$ cat config.mk
export PLATFORM = sky130hd
export DESIGN_NAME = mtmr_top
export DESIGN_NICKNAME = d
export VERILOG_FILES = /design/src/rtl/mtmr_pkg.sv /design/src/rtl/mtmr_prescaler.sv /design/src/rtl/mtmr_counter.sv /design/src/rtl/mtmr_regs.sv /design/src/rtl/mtmr_top.sv
export SDC_FILE = /design/constraint.sdc
export NUM_CORES = 1
export LEC_CHECK = 0
export BUFFER_PORTS_ARGS = -buffer_cell sky130_fd_sc_hd__buf_2
export CAP_MARGIN = 20
export CORE_UTILIZATION = 45
export CTS_CLUSTER_SIZE = 10
export DETAILED_ROUTE_END_ITERATION = 7
export GPL_TIMING_DRIVEN = 0
export MAX_ROUTING_LAYER = met4
export SYNTH_ARGS = -nofsm -noshare
export SYNTH_HDL_FRONTEND = slang
export SYNTH_SLANG_ARGS = --single-unit
export TNS_END_PERCENT = 1
$ cat constraint.sdc
create_clock -name clk -period 2 [get_ports clk]
set_input_delay 0.2 -clock clk [delete_from_list [all_inputs] [get_ports clk]]
set_output_delay 0.2 -clock clk [all_outputs]
set_load 0.01 [all_outputs]
$ cat src/rtl/mtmr_pkg.sv
`timescale 1ns/1ps
// Shared constants for the modulo timer: bus widths, register addresses
// and control/status bit positions. Assumes a byte-wide register bus.
package mtmr_pkg;
    localparam int DATA_W = 8;
    localparam int ADDR_W = 3;
    localparam int SEL_W  = 3;

    localparam logic [ADDR_W-1:0] ADR_CSR  = 3'd0;
    localparam logic [ADDR_W-1:0] ADR_CNTH = 3'd1;
    localparam logic [ADDR_W-1:0] ADR_CNTL = 3'd2;
    localparam logic [ADDR_W-1:0] ADR_LIMH = 3'd3;
    localparam logic [ADDR_W-1:0] ADR_LIML = 3'd4;
    localparam logic [ADDR_W-1:0] ADR_DBG  = 3'd5;

    localparam int BIT_OVF  = 7;
    localparam int BIT_IE   = 6;
    localparam int BIT_HALT = 5;
    localparam int BIT_CLR  = 4;
endpackage

$ cat src/rtl/mtmr_prescaler.sv
`timescale 1ns/1ps
// Clock divider for the timer. It emits a one-cycle tick every 2^n enabled
// clocks, where n is the select value clamped to MAX_EXP.
// Assumes clr and run are synchronous to clk.
module mtmr_prescaler #(
    parameter int SEL_W   = 3,
    parameter int MAX_EXP = 6
) (
    input  logic             clk,
    input  logic             rst_n,
    input  logic             run,
    input  logic             clr,
    input  logic [SEL_W-1:0] sel,
    output logic             tick
);
    logic [MAX_EXP-1:0] phase;
    logic [MAX_EXP-1:0] mask;

    // Build a mask of the low bits that must all be 1 for a tick (clamped)
    always_comb begin
        for (int i = 0; i < MAX_EXP; i++) begin
            mask[i] = (i < int'(sel));
        end
    end

    assign tick = run && ((phase & mask) == mask);

    // Divider phase counter: cleared on request, frozen while halted
    always_ff @(posedge clk) begin
        if (!rst_n)       phase <= '0;
        else if (clr)     phase <= '0;
        else if (run)     phase <= phase + 1'b1;
    end
endmodule

$ cat src/rtl/mtmr_counter.sv
`timescale 1ns/1ps
// Wrapping up-counter. It steps on tick and returns to zero after it
// reaches the limit. wrap marks the advance that returns to zero.
// Assumes clr takes priority over tick.
module mtmr_counter #(
    parameter int W = 16
) (
    input  logic         clk,
    input  logic         rst_n,
    input  logic         tick,
    input  logic         clr,
    input  logic [W-1:0] limit,
    output logic [W-1:0] count,
    output logic         wrap
);
    logic at_limit;

    assign at_limit = (count == limit);
    assign wrap     = tick && !clr && at_limit;

    // Count register: clear, wrap to zero at the limit, or step by one
    always_ff @(posedge clk) begin
        if (!rst_n)       count <= '0;
        else if (clr)     count <= '0;
        else if (tick)    count <= at_limit ? '0 : count + 1'b1;
    end
endmodule

$ cat src/rtl/mtmr_regs.sv
`timescale 1ns/1ps
// Register bank and flag logic. It decodes the byte bus, holds control,
// limit and debug bits, and runs the two-step overflow clear with halt
// protection and the capture of the low count byte.
// Assumes at most one of bus_rd / bus_wr per cycle.
module mtmr_regs
    import mtmr_pkg::*;
#(
    parameter int              CW         = 2 * DATA_W,
    parameter logic [CW-1:0]   LIMIT_INIT = '1
) (
    input  logic              clk,
    input  logic              rst_n,
    input  logic              dbg_brk,
    input  logic              bus_sel,
    input  logic              bus_rd,
    input  logic              bus_wr,
    input  logic [ADDR_W-1:0] bus_addr,
    input  logic [DATA_W-1:0] bus_wdata,
    output logic [DATA_W-1:0] bus_rdata,
    input  logic [CW-1:0]     count,
    input  logic              wrap,
    output logic              ovf_flag,
    output logic              ctl_ie,
    output logic              ctl_halt,
    output logic [SEL_W-1:0]  ctl_sel,
    output logic              cnt_clr,
    output logic [CW-1:0]     limit,
    output logic              permit
);
    logic acc_rd, acc_wr, csr_rd, csr_wr, guarded, flag_clear;
    logic armed;
    logic cap_vld;
    logic [DATA_W-1:0] cap_byte;
    logic unused_bits;

    assign acc_rd     = bus_sel && bus_rd;
    assign acc_wr     = bus_sel && bus_wr;
    assign csr_rd     = acc_rd && (bus_addr == ADR_CSR);
    assign csr_wr     = acc_wr && (bus_addr == ADR_CSR);
    assign guarded    = dbg_brk && !permit;
    assign cnt_clr    = csr_wr && bus_wdata[BIT_CLR];
    assign flag_clear = csr_wr && !bus_wdata[BIT_OVF] && armed && !guarded;
    assign unused_bits = bus_wdata[3];

    // Control fields: interrupt enable, halt (set at reset), divider select
    always_ff @(posedge clk) begin
        if (!rst_n) begin
            ctl_ie   <= 1'b0;
            ctl_halt <= 1'b1;
            ctl_sel  <= '0;
        end else if (csr_wr) begin
            ctl_ie   <= bus_wdata[BIT_IE];
            ctl_halt <= bus_wdata[BIT_HALT];
            ctl_sel  <= bus_wdata[SEL_W-1:0];
        end
    end

    // Overflow flag and clear arm: a set from a wrap wins over a clear
    always_ff @(posedge clk) begin
        if (!rst_n) begin
            ovf_flag <= 1'b0;
            armed    <= 1'b0;
        end else begin
            if (wrap)            ovf_flag <= 1'b1;
            else if (flag_clear) ovf_flag <= 1'b0;

            if (flag_clear && !wrap)                armed <= 1'b0;
            else if (csr_rd && ovf_flag && !guarded) armed <= 1'b1;
        end
    end

    // Limit register, written a byte at a time
    always_ff @(posedge clk) begin
        if (!rst_n) begin
            limit <= LIMIT_INIT;
        end else if (acc_wr && bus_addr == ADR_LIMH) begin
            limit[CW-1:DATA_W] <= bus_wdata;
        end else if (acc_wr && bus_addr == ADR_LIML) begin
            limit[DATA_W-1:0] <= bus_wdata;
        end
    end

    // Debug byte: clear-permit bit only
    always_ff @(posedge clk) begin
        if (!rst_n)                             permit <= 1'b0;
        else if (acc_wr && bus_addr == ADR_DBG) permit <= bus_wdata[0];
    end

    // Capture the low count byte on a high-byte read, release it on a low read
    always_ff @(posedge clk) begin
        if (!rst_n) begin
            cap_vld  <= 1'b0;
            cap_byte <= '0;
        end else if (acc_rd && bus_addr == ADR_CNTH) begin
            cap_vld  <= 1'b1;
            cap_byte <= count[DATA_W-1:0];
        end else if (acc_rd && bus_addr == ADR_CNTL) begin
            cap_vld  <= 1'b0;
        end
    end

    // Read multiplexer, zero when no read is active
    always_comb begin
        bus_rdata = '0;
        if (acc_rd) begin
            case (bus_addr)
                ADR_CSR:  bus_rdata = {ovf_flag, ctl_ie, ctl_halt, 2'b00, ctl_sel};
                ADR_CNTH: bus_rdata = count[CW-1:DATA_W];
                ADR_CNTL: bus_rdata = cap_vld ? cap_byte : count[DATA_W-1:0];
                ADR_LIMH: bus_rdata = limit[CW-1:DATA_W];
                ADR_LIML: bus_rdata = limit[DATA_W-1:0];
                ADR_DBG:  bus_rdata = {{(DATA_W-1){1'b0}}, permit};
                default:  bus_rdata = '0;
            endcase
        end
    end
endmodule

$ cat src/rtl/mtmr_top.sv
`timescale 1ns/1ps
// Modulo timer top: divider, wrapping counter and register bank.
// irq follows the overflow flag gated by the enable.
// Assumes a single clock domain and a synchronous active-low reset.
module mtmr_top
    import mtmr_pkg::*;
#(
    parameter int MAX_EXP = 6
) (
    input  logic              clk,
    input  logic              rst_n,
    input  logic              dbg_brk,
    input  logic              bus_sel,
    input  logic              bus_rd,
    input  logic              bus_wr,
    input  logic [ADDR_W-1:0] bus_addr,
    input  logic [DATA_W-1:0] bus_wdata,
    output logic [DATA_W-1:0] bus_rdata,
    output logic              irq
);
    localparam int CW = 2 * DATA_W;

    logic             tick, wrap, cnt_clr, ovf_flag, ctl_ie, ctl_halt, permit;
    logic [SEL_W-1:0] ctl_sel;
    logic [CW-1:0]    count, limit;

    mtmr_prescaler #(.SEL_W(SEL_W), .MAX_EXP(MAX_EXP)) u_div (
        .clk(clk), .rst_n(rst_n), .run(!ctl_halt), .clr(cnt_clr),
        .sel(ctl_sel), .tick(tick)
    );

    mtmr_counter #(.W(CW)) u_cnt (
        .clk(clk), .rst_n(rst_n), .tick(tick), .clr(cnt_clr),
        .limit(limit), .count(count), .wrap(wrap)
    );

    mtmr_regs #(.CW(CW)) u_regs (
        .clk(clk), .rst_n(rst_n), .dbg_brk(dbg_brk),
        .bus_sel(bus_sel), .bus_rd(bus_rd), .bus_wr(bus_wr),
        .bus_addr(bus_addr), .bus_wdata(bus_wdata), .bus_rdata(bus_rdata),
        .count(count), .wrap(wrap), .ovf_flag(ovf_flag), .ctl_ie(ctl_ie),
        .ctl_halt(ctl_halt), .ctl_sel(ctl_sel), .cnt_clr(cnt_clr),
        .limit(limit), .permit(permit)
    );

    assign irq = ovf_flag && ctl_ie;
endmodule

==> metrics.yaml <==
worst_setup_path:
  crit_fanout: 6
  cp-start-kind: "flop"
  worstPathRequired_ps: 1800
  setup.worst_path.end_class: "primary output"
  endpoint: "bus_rdata[3]"
  arrival_ps: 1780
  reg2reg_slack_ps: 50
  critPathKind: "reg2out"
  rr_startpoint: "u_cnt.count[5]$_SDFFE_PP0P_"
  r2r_cells: 7
  critPathLaunch: "u_regs.cap_vld$_SDFFE_PN0P_"
  r2r_end: "u_cnt.count[14]$_SDFFE_PP0P_"
drt:
  firstDrtPassIters: 6
  detail-route-antenna-nets: 0
  num_vias: 2591
  viasPerCell: 5.68
  drc: 8
  totalWireLength_microns: 7600
  drt_iter0_drc: 194
  avgRoutedWirePerCell_microns: 16.7
clock_tree:
  cts-root-buf: "clkbuf_8"
  clock_insertion_delay_worst_skew_ps: 310
  cts_buffer_depth: 2
  clkTransAtPathRegs_ps: 100
  cts_max_level: 2
  cts_buffers: 5
  clock_sinks: 55
  cts_tree: "yes"
  hold_buffers: 0
job:
  cap_viol_max_count: 0
sta:
  max_clock_freq_ghz: 0.505
  whs_ps: 112
  final.min_clock_period_ps: 1980
  worst_pin_slew_ps: 905
  slew_headroom_pct: 39.3
  setup_viol: 0
  slew_violations: 0
  hold_viol_final: 0
  period_share_pct: 98.9
  clock_skew_ps: 4.81
  rsz0062_at_grt: "yes"
yosys:
  syn-num-nets: 364
  netlist_top_cells_count: "dfxtp_1, nand2_1, nor2_1"
  yosys_register_bits: 55
  synth_most_common_cell: "dfxtp_1"
  synth_top_area_share_pct: 36.4
  syn_inst: 345
  yosys_warnings: 0
  yosysUniqueCellTypes: 49
  avgSynthCellArea_sq_um: 8.77
  yosysTopAreaCell: "dfxtp_1"
  synth_edf_count: 0
  synth_flop_cell: "dfxtp_1"
  synthTopCellsByArea: "dfxtp_1, mux2i_1, xnor2_1, nand2_1, nor2_1"
  syn-cell-area_sq_um: 3030
  synth-async-reset-ratio_pct: 0
  seq_area_frac_synth_pct: 36.4
cells_and_area:
  nets: 397
  diodes: 0
  area_growth_pct: 14.6
  nFillCells: 598
  multi_input_area_sq_um: 1840
  ff_latch_area_sq_um: 1110
  final-instance-count-excl-fill: 456
  drive_above_1_share_pct: 20.6
global_routing:
  antenna_found_initial: 0
  grt_max_degree: 17
  grt_pass1_wl_microns: 12400
  gr-usage-all-layers_pct: 23.2
  grt-ovfl-total: 0
  grt_pass1_vias: 2319
floorplanning:
  ios: 26
  num_rows: 29
  dieArea_sq_um: 7060
  die_x_microns: 84.0
  initial_core_util_pct: 47.1
  fp.dieH_microns: 84.0
  fp.coreArea_sq_um: 6420
placed_design:
  port_buffers: 23
  place_inst: 445
  gp_congestion: 0.889
  hpwl_microns: 5610
pwr:
  peakVddDrop_mv: 0.271
  p_leak_uw: 0.00130
  p_per_area_nw_per_um2: 621
min_path:
  hp-class: "in2reg"
run_status:
  violations: "DRC"
  outcome: "finished with violations"
==> layout make-up <==
cell class	instances	share of cell area (%)
Buffer	21	3.10
Clock buffer	6	2.09
Clock inverter	2	1.73
Inverter	5	0.541
Multi-Input combinational cell	261	53.1
Sequential cell	55	32.0
Tap cell	77	2.78
Timing Repair Buffer	29	4.62
==> per-layer routing <==
layer | GRT usage (%) | up-vias | share of wire (%)
li1 | - | 1292 | -
met1 | 32.1 | 1232 | 48
met2 | 35.2 | 61 | 46
met3 | 4.06 | 6 | 4.3
met4 | 5.17 | 0 | 0.88
met5 | - | - | 0
==> logic make-up after synthesis <==
| group | count (synthesis) | share of synthesized area, % |
|---|---|---|
| AOI/OAI and AO/OA | 49 | 12.9 |
| xor gates and xnor gates | 32 | 9.26 |
| adders and majority gates | 2 | 0.827 |
| buffers and inverters | 29 | 4.26 |
| DFF | 55 | 36.4 |
| muxes | 38 | 13.5 |
| and+or+nand+nor | 140 | 22.8 |
==> what timing repair did <==
| action | 4_1_cts | 5_1_grt |
|---|---|---|
| resized for setup | 7 | 14 |
| buffers inserted | 2 | 4 |
| pin swaps | 0 | 5 |
| endpoints found under the setup margin | 18 | 20 |
==> registers in the layout (all words and copies together) (netlist names) <==
name             count
u_div.phase          6
u_regs.cap_vld       1
u_regs.permit        1
u_regs.armed         1
u_regs.cap_byte      8
u_regs.limit        16
u_regs.ctl_ie        1
u_regs.ctl_halt      1
u_regs.ovf_flag      1
u_cnt.count         16
u_regs.ctl_sel       3
==> stage by stage <==
step | setup WS (ps) | area (sq um) | util (%) | TNS [ps] | total power, uW
final | 21.4 | 3470 | 54.0 | 0 | 2150
after global routing | -66.9 | 3470 | 54.0 | -337 | 2240
after CTS | -32.0 | 3390 | 52.8 | -264 | 2160
after detailed placement | -206 | 3240 | 50.4 | -2240 | 1300
after global placement | -205 | 3240 | 50.4 | -2360 | 1300
after floorplan | 92.3 | 3030 | - | 0 | 1240
==> critical path: stages (launching register included) <==
cell,delay (ps)
dfxtp_4,380
buf_4,170
mux2i_1,220
o21ai_0,110
a21oi_1,230
a2bb2oi_2,160
nor2_1,50
buf_2,140
==> where the power goes <==
group | internal (uW) | switching, uW
Combinational | 69.5 | 104
Sequential | 1100 | 12.0
Clock | 501 | 366
Total | 1670 | 483
==> layout by cell type (no fill, tap or decap), types with 2 or more instances in the layout <==
cell / Yosys / routed
nand4_1: 9 / 9
a221oi_1: 3 / 3
o31ai_1: 5 / 5
dfxtp_4: 0 / 2
bufinv_16: 0 / 2
nor2_1: 42 / 41
mux2_2: 3 / 2
ha_1: 2 / 2
buf_2: 13 / 32
a211oi_1: 4 / 4
o22ai_1: 5 / 5
nor3_2: 2 / 2
xor2_1: 4 / 4
nand4b_1: 2 / 2
xnor2_1: 28 / 28
nand2_1: 42 / 42
dfxtp_2: 0 / 2
clkbuf_2: 0 / 2
o21ai_0: 3 / 3
a21oi_1: 10 / 10
inv_1: 5 / 5
clkbuf_8: 0 / 5
or4_1: 4 / 4
nand3_1: 17 / 17
clkbuf_1: 8 / 6
nand2b_1: 4 / 4
buf_4: 1 / 8
nor2b_1: 2 / 2
and2_1: 3 / 3
clkbuf_4: 0 / 2
mux2i_1: 33 / 33
a31oi_1: 2 / 2
and3_1: 5 / 5
dfxtp_1: 55 / 51
a2111oi_2: 7 / 6
mux4_2: 2 / 2
==> worst min path at each step <==
stage	start	end	slack, ps	depth (start not counted)
after global placement	bus_wdata[3]	u_regs.limit[3]$_SDFFE_PN1P_	430	3
after CTS	bus_wdata[3]	u_regs.limit[3]$_SDFFE_PN1P_	110	3
after global routing	bus_wdata[3]	u_regs.limit[3]$_SDFFE_PN1P_	120	3
after detailed placement	bus_wdata[3]	u_regs.limit[3]$_SDFFE_PN1P_	430	3
final	bus_wdata[3]	u_regs.limit[3]$_SDFFE_PN1P_	110	3
after floorplan	bus_wdata[0]	u_regs.limit[0]$_SDFFE_PN1P_	320	2
(Power assumes the default switching activity.)
